### src/rtl/crts_pkg.sv
// Package: shared encodings for the clock-recovery training sequencer.
// Assumes: at most four lanes and one setting byte per lane.
package crts_pkg;

    // Sequencer states.
    typedef enum logic [2:0] {
        ST_IDLE,
        ST_INIT,
        ST_LOOP,
        ST_WAIT,
        ST_READ,
        ST_EVAL,
        ST_UPD
    } crts_state_e;

    // Request kinds on the link port.
    localparam logic [1:0] REQ_RD_STATUS = 2'd0;
    localparam logic [1:0] REQ_WR_ALL    = 2'd1;
    localparam logic [1:0] REQ_WR_LANES  = 2'd2;

    // Pattern 1 with scrambling disabled.
    localparam logic [7:0] PAT1_NOSCR = 8'h21;

    // Number of lanes selected by the lane configuration code.
    function automatic int unsigned lanes_of(input logic [1:0] cfg, input int unsigned max_lanes);
        case (cfg)
            2'd0:    return 1;
            2'd1:    return 2;
            default: return max_lanes;
        endcase
    endfunction

endpackage

### src/rtl/crts_lane_check.sv
// Module: reduces the per-lane clock-recovery flags to one verdict.
// Assumes: bit 0 of each lane's status nibble is the lock flag; inactive lanes count as locked.
module crts_lane_check #(
    parameter int LANES = 4
) (
    input  logic [4*LANES-1:0] status,
    input  logic [LANES-1:0]   active,
    output logic               all_locked
);
    logic [LANES-1:0] lane_ok;
    logic [LANES-1:0] unused_hi;

    genvar gi;
    generate
        for (gi = 0; gi < LANES; gi++) begin : g_lane
            // Per-lane verdict: locked, or not part of the link.
            assign lane_ok[gi]   = status[4*gi] | ~active[gi];
            assign unused_hi[gi] = ^status[4*gi+3 -: 3];
        end
    endgenerate

    // All lanes must agree.
    assign all_locked = &lane_ok;

endmodule

### src/rtl/crts_adjust.sv
// Module: turns the receiver's per-lane adjustment requests into one drive byte.
// Assumes: 2-bit swing and pre-emphasis; swing plus pre-emphasis never exceeds 3.
module crts_adjust #(
    parameter int         LANES   = 4,
    parameter logic [1:0] SW_MAX  = 2'd3,
    parameter logic [1:0] PRE_MAX = 2'd3
) (
    input  logic [4*LANES-1:0] adj,
    input  logic [LANES-1:0]   active,
    output logic [7:0]         setting
);
    logic [1:0] sw;
    logic [1:0] pre;
    logic [1:0] sw_cap;
    logic       sw_flag;
    logic       pre_flag;

    // Highest request over active lanes, then clamp to the drive limits.
    always_comb begin
        sw  = 2'd0;
        pre = 2'd0;
        for (int i = 0; i < LANES; i++) begin
            if (active[i]) begin
                if (adj[4*i +: 2] > sw)    sw  = adj[4*i +: 2];
                if (adj[4*i+2 +: 2] > pre) pre = adj[4*i+2 +: 2];
            end
        end
        pre_flag = (pre >= PRE_MAX);
        if (pre_flag) pre = PRE_MAX;
        sw_cap = 2'd3 - pre;
        if (sw > sw_cap) sw = sw_cap;
        sw_flag = (sw >= SW_MAX);
        if (sw_flag) sw = SW_MAX;
        setting = {2'b00, pre_flag, pre, sw_flag, sw};
    end

endmodule

### src/rtl/cr_train_seq.sv
// Module: clock-recovery phase sequencer for one receiver of a multi-lane link.
// Assumes: one request outstanding at a time; the responder raises resp_valid for
// exactly one cycle per request; the delay timer answers every dly_start pulse.
module cr_train_seq
    import crts_pkg::*;
#(
    parameter int         LANES      = 4,
    parameter int         TRIES_NEW  = 10,
    parameter int         TRIES_OLD  = 80,
    parameter int         SAME_LIMIT = 5,
    parameter logic [1:0] SW_MAX     = 2'd3,
    parameter logic [1:0] PRE_MAX    = 2'd3
) (
    input  logic               clk,
    input  logic               rst_n,
    input  logic               start,
    input  logic               rev_ge_14,
    input  logic [1:0]         lane_cfg,
    output logic               busy,
    output logic               done,
    output logic               pass,
    output logic               req_valid,
    output logic [1:0]         req_kind,
    output logic [7:0]         req_pat,
    output logic [8*LANES-1:0] req_wdata,
    input  logic               resp_valid,
    input  logic               resp_ok,
    input  logic [8*LANES-1:0] resp_rdata,
    output logic               dly_start,
    input  logic               dly_done
);
    localparam int TMAX = (TRIES_NEW > TRIES_OLD) ? TRIES_NEW : TRIES_OLD;
    localparam int ITW  = $clog2(TMAX + 1);
    localparam int SCW  = $clog2(SAME_LIMIT + 1);
    localparam int NIB  = 4 * LANES;

    crts_state_e        state;
    logic               rev_q;
    logic [LANES-1:0]   act_q;
    logic [LANES-1:0]   act_in;
    logic [7:0]         set_q;
    logic [7:0]         adj_set;
    logic [ITW-1:0]     iter_q;
    logic [ITW-1:0]     lim;
    logic [SCW-1:0]     same_q;
    logic               maxhit_q;
    logic [1:0]         saved_sw;
    logic [NIB-1:0]     stat_q;
    logic [NIB-1:0]     adjreq_q;
    logic               all_locked;
    logic               done_q;
    logic               pass_q;

    // Active-lane mask decoded from the configuration code.
    always_comb begin
        for (int i = 0; i < LANES; i++)
            act_in[i] = (i < int'(lanes_of(lane_cfg, LANES)));
    end

    // Iteration budget chosen by receiver revision.
    assign lim = rev_q ? ITW'(TRIES_NEW) : ITW'(TRIES_OLD);

    crts_lane_check #(.LANES(LANES)) u_check (
        .status     (stat_q),
        .active     (act_q),
        .all_locked (all_locked)
    );

    crts_adjust #(.LANES(LANES), .SW_MAX(SW_MAX), .PRE_MAX(PRE_MAX)) u_adjust (
        .adj     (adjreq_q),
        .active  (act_q),
        .setting (adj_set)
    );

    // Phase control: sequencing, counters and result.
    always_ff @(posedge clk) begin
        if (!rst_n) begin
            state    <= ST_IDLE;
            rev_q    <= 1'b0;
            act_q    <= '0;
            set_q    <= '0;
            iter_q   <= '0;
            same_q   <= SCW'(1);
            maxhit_q <= 1'b0;
            saved_sw <= '0;
            stat_q   <= '0;
            adjreq_q <= '0;
            done_q   <= 1'b0;
            pass_q   <= 1'b0;
        end else begin
            done_q <= 1'b0;
            case (state)
                ST_IDLE: begin
                    if (start) begin
                        rev_q    <= rev_ge_14;
                        act_q    <= act_in;
                        set_q    <= '0;
                        iter_q   <= '0;
                        same_q   <= SCW'(1);
                        maxhit_q <= 1'b0;
                        pass_q   <= 1'b0;
                        state    <= ST_INIT;
                    end
                end
                ST_INIT: begin
                    if (resp_valid) begin
                        if (resp_ok) begin
                            state <= ST_LOOP;
                        end else begin
                            done_q <= 1'b1;
                            state  <= ST_IDLE;
                        end
                    end
                end
                ST_LOOP: begin
                    if (iter_q >= lim) begin
                        done_q <= 1'b1;
                        state  <= ST_IDLE;
                    end else begin
                        state <= ST_WAIT;
                    end
                end
                ST_WAIT: begin
                    if (dly_done) state <= ST_READ;
                end
                ST_READ: begin
                    if (resp_valid) begin
                        if (resp_ok) begin
                            stat_q   <= resp_rdata[NIB-1:0];
                            adjreq_q <= resp_rdata[2*NIB-1:NIB];
                            state    <= ST_EVAL;
                        end else begin
                            done_q <= 1'b1;
                            state  <= ST_IDLE;
                        end
                    end
                end
                ST_EVAL: begin
                    if (all_locked) begin
                        done_q <= 1'b1;
                        pass_q <= 1'b1;
                        state  <= ST_IDLE;
                    end else if (same_q == SCW'(SAME_LIMIT) || maxhit_q) begin
                        done_q <= 1'b1;
                        state  <= ST_IDLE;
                    end else begin
                        saved_sw <= set_q[1:0];
                        set_q    <= adj_set;
                        state    <= ST_UPD;
                    end
                end
                ST_UPD: begin
                    if (resp_valid) begin
                        if (resp_ok) begin
                            same_q   <= (set_q[1:0] == saved_sw) ? same_q + SCW'(1) : SCW'(1);
                            maxhit_q <= set_q[2];   // every lane carries this same byte
                            iter_q   <= iter_q + ITW'(1);
                            state    <= ST_LOOP;
                        end else begin
                            done_q <= 1'b1;
                            state  <= ST_IDLE;
                        end
                    end
                end
                default: state <= ST_IDLE;
            endcase
        end
    end

    // Port view of the state.
    assign busy      = (state != ST_IDLE);
    assign done      = done_q;
    assign pass      = pass_q;
    assign req_valid = (state == ST_INIT) || (state == ST_READ) || (state == ST_UPD);
    assign req_kind  = (state == ST_INIT) ? REQ_WR_ALL :
                       (state == ST_UPD)  ? REQ_WR_LANES : REQ_RD_STATUS;
    assign req_pat   = PAT1_NOSCR;
    assign req_wdata = {LANES{set_q}};
    assign dly_start = (state == ST_LOOP) && (iter_q < lim);

endmodule

### config.mk
export PLATFORM = sky130hd
export DESIGN_NAME = cr_train_seq
export DESIGN_NICKNAME = d
export VERILOG_FILES = /design/src/rtl/crts_pkg.sv /design/src/rtl/crts_lane_check.sv /design/src/rtl/crts_adjust.sv /design/src/rtl/cr_train_seq.sv
export SDC_FILE = /design/constraint.sdc
export NUM_CORES = 1
export LEC_CHECK = 0
export BUFFER_PORTS_ARGS = -buffer_cell sky130_fd_sc_hd__buf_2
export CORE_MARGIN = 1.5
export CORE_UTILIZATION = 53
export CTS_CLUSTER_SIZE = 30
export DETAILED_ROUTE_END_ITERATION = 10
export GPL_ROUTABILITY_DRIVEN = 0
export GPL_TIMING_DRIVEN = 0
export HOLD_SLACK_MARGIN = 0.15
export PLACE_DENSITY_LB_ADDON = 0.12
export SLEW_MARGIN = 5
export SYNTH_ARGS = -nofsm -noshare
export SYNTH_HDL_FRONTEND = slang
export SYNTH_SLANG_ARGS = --single-unit
### constraint.sdc
create_clock -name clk -period 5.07 [get_ports clk]
set_input_delay 1.014 -clock clk [delete_from_list [all_inputs] [get_ports clk]]
set_output_delay 1.014 -clock clk [all_outputs]
set_load 0.01 [all_outputs]
Word level (Yosys, flattened, before mapping):

Index checks and enable logic that the tools add are counted.

* word-level logic and storage cells: 136
* latch bits: 0
* bits in registers: 60
* bits in read-only memories: 0
* memories: 0
* RAM bits: 0

* $add $sub $neg: 3
* $mul: 0
* divide/modulo/power cells: 0
* reduce and logical (&&, ||, !) cells: 19
* eq/ne operators: 18
* shift operators: 0
* muxes and demuxes: 57
* bitwise operators: 10
* $lt $le $gt $ge: 17

Operator list (count)
* 3-bit by 32-bit less-than comparator with 1-bit output (first input constant): 2
* 2-bit two-way mux: 23
* 1-bit by 32-bit less-than comparator with 1-bit output (first input constant): 1
* 2-bit by 32-bit less-than comparator with 1-bit output (first input constant): 1
* 3-bit two-way mux: 10
* 7-bit two-way mux: 4
* 8-bit two-way mux: 3
* 3-bit case mux with 6 select lines: 1
* 2-bit != test (second input constant): 8
* 8-bit case mux with 2 select lines: 1
* 4-bit AND reduction: 4
* 2-bit > comparator: 7
* 7-bit case mux with 2 select lines: 1
* 3-bit equality test (second input constant): 4
* 3-bit case mux with 2 select lines: 2
* 1-bit two-way mux: 9
* 3-bit AND reduction: 3
* 7-bit by 1-bit adder with 7-bit output (second input constant): 1
* 7-bit greater-or-equal comparator: 1
* 7-bit less-than comparator: 1
* 3-bit by 2-bit equality test with 1-bit output (second input constant): 2
* 1-bit NOT: 6
* 2-bit greater-or-equal comparator (second input constant): 2
* 2-bit by 1-bit > comparator with 1-bit output (second input constant): 2
* other kinds (18): 25

Logic depth before layout (Yosys ltp):

Gate-level depths: netlist (run 1).

* depth after elaboration: 22
* mapped depth: 21

Modules after synthesis:

From an unflattened synthesis (run 1), not the netlist that was laid out.

* cell total of the unflattened synthesis: 481
* area, all modules: 3936.3 um2

By module, submodules not included
* cr_train_seq: cells each 381, area an instance 3169.3 um2, times used 1, sequential area each 1261.2 um2
* crts_adjust: cells each 95, area an instance 716.9 um2, times used 1, sequential area each 0.0 um2
* crts_lane_check: cells each 5, area an instance 50.0 um2, times used 1, sequential area each 0.0 um2

Worst setup path after synthesis (run 1):

Ideal clock, no wire load.

* path kind: register -> register
* start: reg act_q[0]
* end: reg set_q[2]
* clock period less this slack: 3526 ps
* data arrival time: 3439 ps
* cell stages (with the launch flop): 21
* slack: 1544 ps
* setup time: 87 ps
* cell sequence: dfxtp_1 nand2_1 ha_1 nand2b_1 a31o_2 nand2_1 ha_1 nand2b_1 o2111a_1 a31oi_1 ha_1 inv_1 o221ai_1 nor2_1 a21oi_1 ha_1 inv_1 o22ai_1 a211oi_1 a41oi_1 o31ai_1

* word-level cells in the longest chain between the ends: 19
* elaborated cells on any way between the ends: 34
* classes of those cells: 1 x add/sub; 9 x order compare; 1 x eq/ne; 19 x mux; 2 x bitwise; 2 x reduce/logical

Ends and longest elaborated chain
* start, declared: RTL line cr_train_seq.sv:39 `logic [LANES-1:0] act_q;`
* start signal, assigned: RTL line cr_train_seq.sv:96 `act_q <= act_in;`
* 2-bit two-way mux: RTL line crts_adjust.sv:23 `if (active[i]) begin`
* 2-bit > comparator: RTL line crts_adjust.sv:25 `if (adj[4*i+2 +: 2] > pre) pre = adj[4*i+2 +: 2];`
* 2-bit two-way mux: RTL line crts_adjust.sv:25
* 2-bit two-way mux: RTL line crts_adjust.sv:23
* 2-bit > comparator: RTL line crts_adjust.sv:25
* 2-bit two-way mux: RTL line crts_adjust.sv:25
* 2-bit two-way mux: RTL line crts_adjust.sv:23
* 2-bit > comparator: RTL line crts_adjust.sv:25
* (+3 left out)
* 2-bit two-way mux: RTL line crts_adjust.sv:29 `if (pre_flag) pre = PRE_MAX;`
* 2-bit subtractor: RTL line crts_adjust.sv:30 `sw_cap = 2'd3 - pre;`
* 2-bit > comparator: RTL line crts_adjust.sv:31 `if (sw > sw_cap) sw = sw_cap;`
* 2-bit two-way mux: RTL line crts_adjust.sv:31
* 2-bit greater-or-equal comparator: RTL line crts_adjust.sv:32 `sw_flag = (sw >= SW_MAX);`
* 8-bit two-way mux: RTL line cr_train_seq.sv:143 `end else if (same_q == SCW'(SAME_LIMIT) || maxhit_q) begin`
* 8-bit two-way mux: RTL line cr_train_seq.sv:139 `if (all_locked) begin`
* 8-bit case mux with 2 select lines: RTL line cr_train_seq.sv:92 `case (state)`
* end signal, assigned: RTL line cr_train_seq.sv:148 `set_q <= adj_set;`
* end, declared: RTL line cr_train_seq.sv:41 `logic [7:0] set_q;`

Parallel ways exist; a longest one is shown, timed or not. The select of a mux whose other input is x is not followed.
A chain may end at the register's enable or synchronous reset.

Worst setup path in the final report (run 1):

Same ends and word-level chain as after synthesis.

==> results of run 1 <==
layout by cell type (no fill, tap or decap), types with 10 or more instances in the layout:
cell type	count
clkbuf_1	11
a21boi_0	28
nor2_1	19
ha_1	30
buf_4	37
inv_1	27
conb_1	16
nor2b_1	10
buf_2	60
nand2_1	71
nand2b_1	11
dfxtp_1	49
tightest hold or removal path, cell delays in order, from the launching register on:
cell,delay [ns]
dfxtp_1,0.31
inv_1,0.05
a21oi_1,0.05
layout make-up:
type	count	area [µm²]
Clock buffer	7	96.3
Clock inverter	1	5.00
Fill cell	552	2140
Timing Repair Buffer	58	290
Buffer	51	340
Sequential cell	49	981
Inverter	27	101
Tap cell	75	93.8
Multi-Input combinational cell	289	1910
worst max path at each step:
stage          endpoint     start  slack (ns)
4_1_cts        set_q[2]  act_q[0]        0.87
3_3_place_gp   set_q[2]  act_q[0]        1.06
5_1_grt        set_q[2]  act_q[0]        0.45
2_1_floorplan  set_q[2]  act_q[0]        1.54
6_report       set_q[2]  act_q[0]        0.88
3_5_place_dp   set_q[2]  act_q[0]        0.92
cell families (layout without fill, tap and decap cells):
| kind of cell | after synthesis | count (layout) |
|---|---|---|
| AOI/OAI and AO/OA | 82 | 82 |
| xor gates and xnor gates | 8 | 8 |
| adders and majority gates | 30 | 30 |
| buffers and inverters | 78 | 144 |
| DFF | 49 | 49 |
| muxes | 6 | 6 |
| other | 2 | 16 |
| and+or+nand+nor | 147 | 147 |
metal layers:
metal,share of wire (%),vias up,global-route usage (%)
li1,-,1473,-
met1,45,1262,25.9
met2,49,62,39.8
met3,4.9,4,4.44
met4,0.72,0,6.61
met5,0,-,0
power breakdown:
group | internal, W | switching [W]
clock network | 0.000124 | 0.000132
registers | 0.000413 | 0.0000303
logic | 0.000156 | 0.000205
state kept, by name, summed over array words and instances (netlist names), 2 cells and up:
signal    cells
act_q         4
saved_sw      2
adjreq_q     16
set_q         6
iter_q        7
stat_q        4
state         3
same_q        3
stage by stage:
stage | setup slack, ns | total power [W] | instance area [µm²] | hold WS (ns)
after floorplan | 1.54 | 0.000715 | 3330 | 0.443
after detailed placement | 0.916 | 0.000810 | 3710 | 0.441
after global routing | 0.453 | 0.00112 | 3820 | 0.491
final | 0.878 | 0.00106 | 3820 | 0.453
after CTS | 0.865 | 0.00107 | 3820 | 0.455
after global placement | 1.06 | 0.000802 | 3710 | 0.429
==> impl_metrics.csv, run 1 <==
group,metric,value,unit
clock_network,cts_inserted_buffers,5,
sta,period_share,82.7,%
worst_setup_path,crit_path_cell_trace,"nand2_1, ha_1, o21bai_1, a31o_2, nand2_1, ha_1, nand2b_1, o211ai_1, a31oi_1, ha_1, nor2_1, o221ai_1, nor2_1, a21oi_1, ha_1, inv_1, o22ai_1, a211oi_1, a41oi_1, o31ai_1",
logic_synthesis,syn_inst,402,
sta,max_freq,239,MHz
worst_setup_path,reg2reg_depth,20,
logic_synthesis,yosysWarnings,0,
placement,place.port_buffers,58,
die,die_h,81.6,µm
routing,drt-total-wl,6800,µm
worst_setup_path,cp_top_family,"compound AO/OA/AOI/OAI gates",
worst_setup_path,cp_max_fo,7,
routing,drtAntennaViolNets,0,
cells_and_area,drive_gt1_share,24.3,%
worst_hold_path,holdPathEnd,"pass",
logic_synthesis,synth_edf_count,0,
flow_run,maxCapViolCount,0,
clock_network,cts_resized,0,
cells_and_area,num_antenna_cells,0,
worst_setup_path,endpoint_kind,"register",
logic_synthesis,netlist.area_leader.share,29.9,%
worst_setup_path,start_kind,"register",
worst_setup_path,worst-path-buf-inv,1,
clock_network,postCtsSetupRepairBufs,0,
routing,drtPass1Iterations,4,
cells_and_area,nNetsFinal,552,
logic_synthesis,synthTopCellsByArea,"dfxtp_1, ha_1, buf_4",
sta,setup_tns,0,ns
clock_network,h-tree-depth,2,
worst_hold_path,hp-class,"reg2reg",
global_route,grt_pass1_wl,11300,µm
cells_and_area,synthToLayoutAreaGrowth,16.4,%
logic_synthesis,syn_avg_cell_area,8.15,µm²
worst_setup_path,timing.critical_path.mode_cell,"ha_1",
logic_synthesis,yosys.area_share.simple,21.5,%
global_route,antenna_found_initial,0,
worst_setup_path,r2r_setup_slack,0.88,ns
worst_setup_path,critical_path_class,"reg2reg",
sta,hold_viol_final,0,
power,ir_drop,230,µV
sta,rsz0062_at_grt,"false",
clock_network,clkSinkCount,49,
sta,maxSlewViolCount,0,
worst_setup_path,r2r_start,"act_q[0]",
die,coreArea,5960,µm²
logic_synthesis,synth_xor_area_share,2.14,%
logic_synthesis,synth_seq_cells,49,
die,std_cell_rows,28,
worst_setup_path,r2r-end,"set_q[2]",
logic_synthesis,synth.most_common_cell,"nand2_1",
logic_synthesis,synth_top_cell_by_area,"dfxtp_1",
die,dieArea,6670,µm²
logic_synthesis,synth.area.mux_share,1.98,%
logic_synthesis,synth_common_cells,"nand2_1, dfxtp_1, buf_4",
power,cellLeakagePower,1.77,nW
logic_synthesis,ys.flop_type,"dfxtp_1",
routing,post-route-drc-count,0,
die,start_util,55.0,%
worst_setup_path,arrival,4.42,ns
routing,avgViaCountPerCell,5.03,
worst_setup_path,cpPeakStageDelay,0.49,ns
logic_synthesis,ys_async_sr_fraction,0,%
routing,vias,2801,
sta,finalSetupViolCount,0,
logic_synthesis,synth_top_family_by_area,"simple AND/OR/NAND/NOR gates",
die,die_w,81.6,µm
clock_network,clkTransAtPathRegs,0.09,ns
worst_setup_path,cp_slowest_cell,"dfxtp_1",
worst_hold_path,hold_path_startpoint,"pass",
global_route,overflow,0,
power,power_density,278,nW/µm²
sta,fin_skew,0.00571,ns
clock_network,cts_root_buf,"clkbuf_8",
logic_synthesis,synth_compound_area_share,19.4,%
clock_network,cts_buffer_depth,2,
global_route,grt_pass1_vias,2556,
logic_synthesis,syn-cell-area,3280,µm²
logic_synthesis,ys_types,59,
routing,wl_per_cell,12.2,µm
worst_setup_path,worstPathRequired,5.29,ns
worst_setup_path,path_depth,20,
clock_network,ctsHoldBuffers,0,
global_route,grt_max_degree,15,
global_route,grt_usage,22.0,%
routing,dr.first_iter.drc_count,112,
logic_synthesis,synth_fa_ha_area_share,11.5,%
die,ios,88,
sta,finalCriticalPeriod,4.19,ns
worst_hold_path,holdPathStages,2,
placement,place_hpwl,5270,µm
clock_network,clkLatencyLatePin,0.31,ns
cells_and_area,finalNonFillerCells,557,
clock_network,cts_tree,"built",
placement,place_inst,549,
cells_and_area,utilization,64.1,%
logic_synthesis,seq_area_frac_synth,29.9,%
status,status,"finished clean",
Power figures use the tool's default switching activity.
==> run 2, diff against run 1 <==
--- a/config.mk
+++ b/config.mk
@@ -5,9 +5,10 @@
 export SDC_FILE = /design/constraint.sdc
 export NUM_CORES = 1
 export LEC_CHECK = 0
+export ABC_AREA = 1
 export BUFFER_PORTS_ARGS = -buffer_cell sky130_fd_sc_hd__buf_2
 export CORE_MARGIN = 1.5
-export CORE_UTILIZATION = 53
+export CORE_UTILIZATION = 48
 export CTS_CLUSTER_SIZE = 30
 export DETAILED_ROUTE_END_ITERATION = 10
 export GPL_ROUTABILITY_DRIVEN = 0
==> constraint.sdc (replaced) <==
create_clock -name clk -period 3.8 [get_ports clk]
set_input_delay 0.76 -clock clk [delete_from_list [all_inputs] [get_ports clk]]
set_output_delay 0.76 -clock clk [all_outputs]
set_load 0.01 [all_outputs]
==> run 2 against run 1 <==
  * Clock skew is 0.0025 ns higher
  * Cell area shrank 1.0%
  * Critical path depth is 5 higher
  * Utilization fell by 4.6 points
  * Setup slack worse by 0.60 ns
  * Via count is 3.0% higher
  * Global-route usage is 1.7 points lower
  * Combinational power is 17% higher
  * Worst hold slack gained 0.0029 ns
  * First-iteration DRC count is 7.1% higher
  * Critical path type unchanged
  * Largest power group unchanged
==> impl_metrics.csv, run 2 <==
group,metric,value,unit
cells_and_area,drive_gt1_share,26.7,%
sta,hold_viol_final,0,
placement,place_inst,582,
placement,place.port_buffers,59,
logic_synthesis,synth_common_cells,"nand2_1, inv_1, dfxtp_1",
worst_setup_path,worstPathRequired,3.97,ns
routing,vias,2886,
cells_and_area,largest_register_ffs,16,
routing,drtAntennaViolNets,0,
global_route,grt_pass1_wl,11800,µm
die,coreArea,6350,µm²
placement,place_hpwl,5480,µm
clock_network,ctsHoldBuffers,0,
power,power_density,370,nW/µm²
power,cellLeakagePower,1.81,nW
global_route,overflow,0,
sta,period_share,92.6,%
logic_synthesis,synthTopCellsByArea,"dfxtp_1, ha_1, buf_4",
die,std_cell_rows,29,
logic_synthesis,synth_seq_cells,49,
global_route,grt_max_degree,15,
routing,drt-total-wl,7010,µm
worst_setup_path,critical_path_class,"reg2reg",
clock_network,clkLatencyLatePin,0.30,ns
global_route,antenna_found_initial,0,
worst_setup_path,cpPeakStageDelay,0.39,ns
routing,drtPass1Iterations,4,
worst_setup_path,endpoint_kind,"register",
cells_and_area,num_antenna_cells,0,
logic_synthesis,ys_types,38,
logic_synthesis,synth_top_cell_by_area,"dfxtp_1",
worst_setup_path,timing.critical_path.mode_cell,"nand2_1",
sta,fin_skew,0.00820,ns
die,die_w,84.0,µm
clock_network,cts_tree,"built",
cells_and_area,synthToLayoutAreaGrowth,20.0,%
clock_network,clkSinkCount,49,
clock_network,cts_inserted_buffers,5,
logic_synthesis,ys_async_sr_fraction,0,%
routing,wl_per_cell,11.9,µm
logic_synthesis,synth.most_common_cell,"nand2_1",
routing,avgViaCountPerCell,4.88,
flow_run,maxCapViolCount,0,
global_route,grt_usage,20.3,%
status,status,"finished clean",
clock_network,cts_root_buf,"clkbuf_8",
worst_setup_path,worst-path-buf-inv,3,
logic_synthesis,syn_avg_cell_area,7.28,µm²
logic_synthesis,syn-cell-area,3150,µm²
clock_network,clkTransAtPathRegs,0.09,ns
die,start_util,49.5,%
cells_and_area,final_common_cell,"buf_2",
worst_setup_path,start_kind,"register",
cells_and_area,final_cell_mix,"buf_2, nand2_1, inv_1",
sta,finalCriticalPeriod,3.52,ns
logic_synthesis,seq_area_frac_synth,31.2,%
die,die_h,84.0,µm
logic_synthesis,yosysWarnings,0,
clock_network,cts_buffer_depth,2,
worst_hold_path,hp-class,"reg2reg",
sta,finalSetupViolCount,0,
worst_setup_path,cp_slowest_cell,"dfxtp_4",
die,ios,88,
global_route,grt_pass1_vias,2689,
cells_and_area,finalNonFillerCells,591,
cells_and_area,nNetsFinal,584,
logic_synthesis,netlist.area_leader.share,31.2,%
die,dieArea,7050,µm²
worst_setup_path,cp_top_family,"simple AND/OR/NAND/NOR gates",
clock_network,h-tree-depth,2,
logic_synthesis,syn_inst,432,
worst_setup_path,arrival,3.69,ns
routing,post-route-drc-count,0,
logic_synthesis,ys.flop_type,"dfxtp_1",
sta,maxSlewViolCount,0,
cells_and_area,reg_top3,"adjreq_q: 16 flops, iter_q: 7 flops, set_q: 6 flops",
sta,worstMarginPinSlew,0.516,ns
sta,max_freq,284,MHz
power,ir_drop,265,µV
logic_synthesis,synth_edf_count,0,
routing,dr.first_iter.drc_count,120,
sta,relSlewSlack,65.6,%
sta,setup_tns,0,ns
worst_setup_path,cp_max_fo,6,
cells_and_area,top_register,"adjreq_q",
## run 2: per-stage QoR
step / setup slack (ns) / util (%) / instance area [µm²] / hold slack [ns] / power (W)
3_3_place_gp: 0.202 / 56.5 / 3590 / 0.436 / 0.000998
2_1_floorplan: 0.495 / - / 3200 / 0.440 / 0.000898
6_report: 0.280 / 59.5 / 3780 / 0.455 / 0.00140
4_1_cts: 0.0593 / 58.4 / 3710 / 0.458 / 0.00140
3_5_place_dp: 0.124 / 56.5 / 3590 / 0.445 / 0.00101
5_1_grt: -0.0222 / 59.5 / 3780 / 0.470 / 0.00148
## run 2: tightest hold or removal path, delay by kind of cell (launching register included)
family,cells,cell delay (ns)
AOI/OAI and AO/OA,1,0.05
buffers and inverters,1,0.05
DFF,1,0.31
## run 2: path summary, 6_finish.rpt
| path | start | depth (start not counted) | slack, ns | end |
|---|---|---|---|---|
| setup reg to reg | act_q[0] | 25 | 0.28 | set_q[2] |
| setup / recovery | act_q[0] | 25 | 0.28 | set_q[2] |
| hold reg to reg | pass | 2 | 0.46 | pass |
| hold / removal | pass | 2 | 0.46 | pass |
## run 2: routing by layer
layer  vias up  share of wire [%]  track usage [%]
met1      1283                 48             25.5
met4         0                1.4             5.66
met3        11                3.9             3.36
li1       1528                  -                -
met5         -                  0                0
met2        64                 47             35.7
## run 2: final cells by class
| class | instances | area (µm²) |
|---|---|---|
| flip-flops and latches | 49 | 985 |
| clock buffers | 7 | 86.3 |
| repair buffers | 60 | 303 |
| plain buffers | 44 | 308 |
| well taps | 77 | 96.3 |
| multi-input cells | 292 | 1740 |
| fillers | 619 | 2570 |
| inverters | 61 | 229 |
| clock inverters | 1 | 30.0 |
## run 2: cell families after synthesis
| logic type | synth area share [%] |
|---|---|
| AND/OR/NAND/NOR | 22.8 |
| buffers and inverters | 17.1 |
| AO/OA/AOI/OAI | 16.0 |
| flip-flops | 31.2 |
| adder cells (fa/ha/maj) | 11.9 |
| XOR/XNOR | 0.835 |
| other | 0.239 |
## run 2: report_power, final
| part | switching [W] | leakage, nW | internal, W |
|---|---|---|---|
| Combinational | 0.000267 | 1.35 | 0.000155 |
| Clock | 0.000176 | 0.0585 | 0.000215 |
| Sequential | 0.0000365 | 0.398 | 0.000548 |
| Total | 0.000479 | 1.81 | 0.000917 |
## run 2: repair_timing
item | 4_1_cts | 5_1_grt
resized for setup | 0 | 15
setup buffers | 0 | 1
endpoints found under the setup margin | 0 | 2
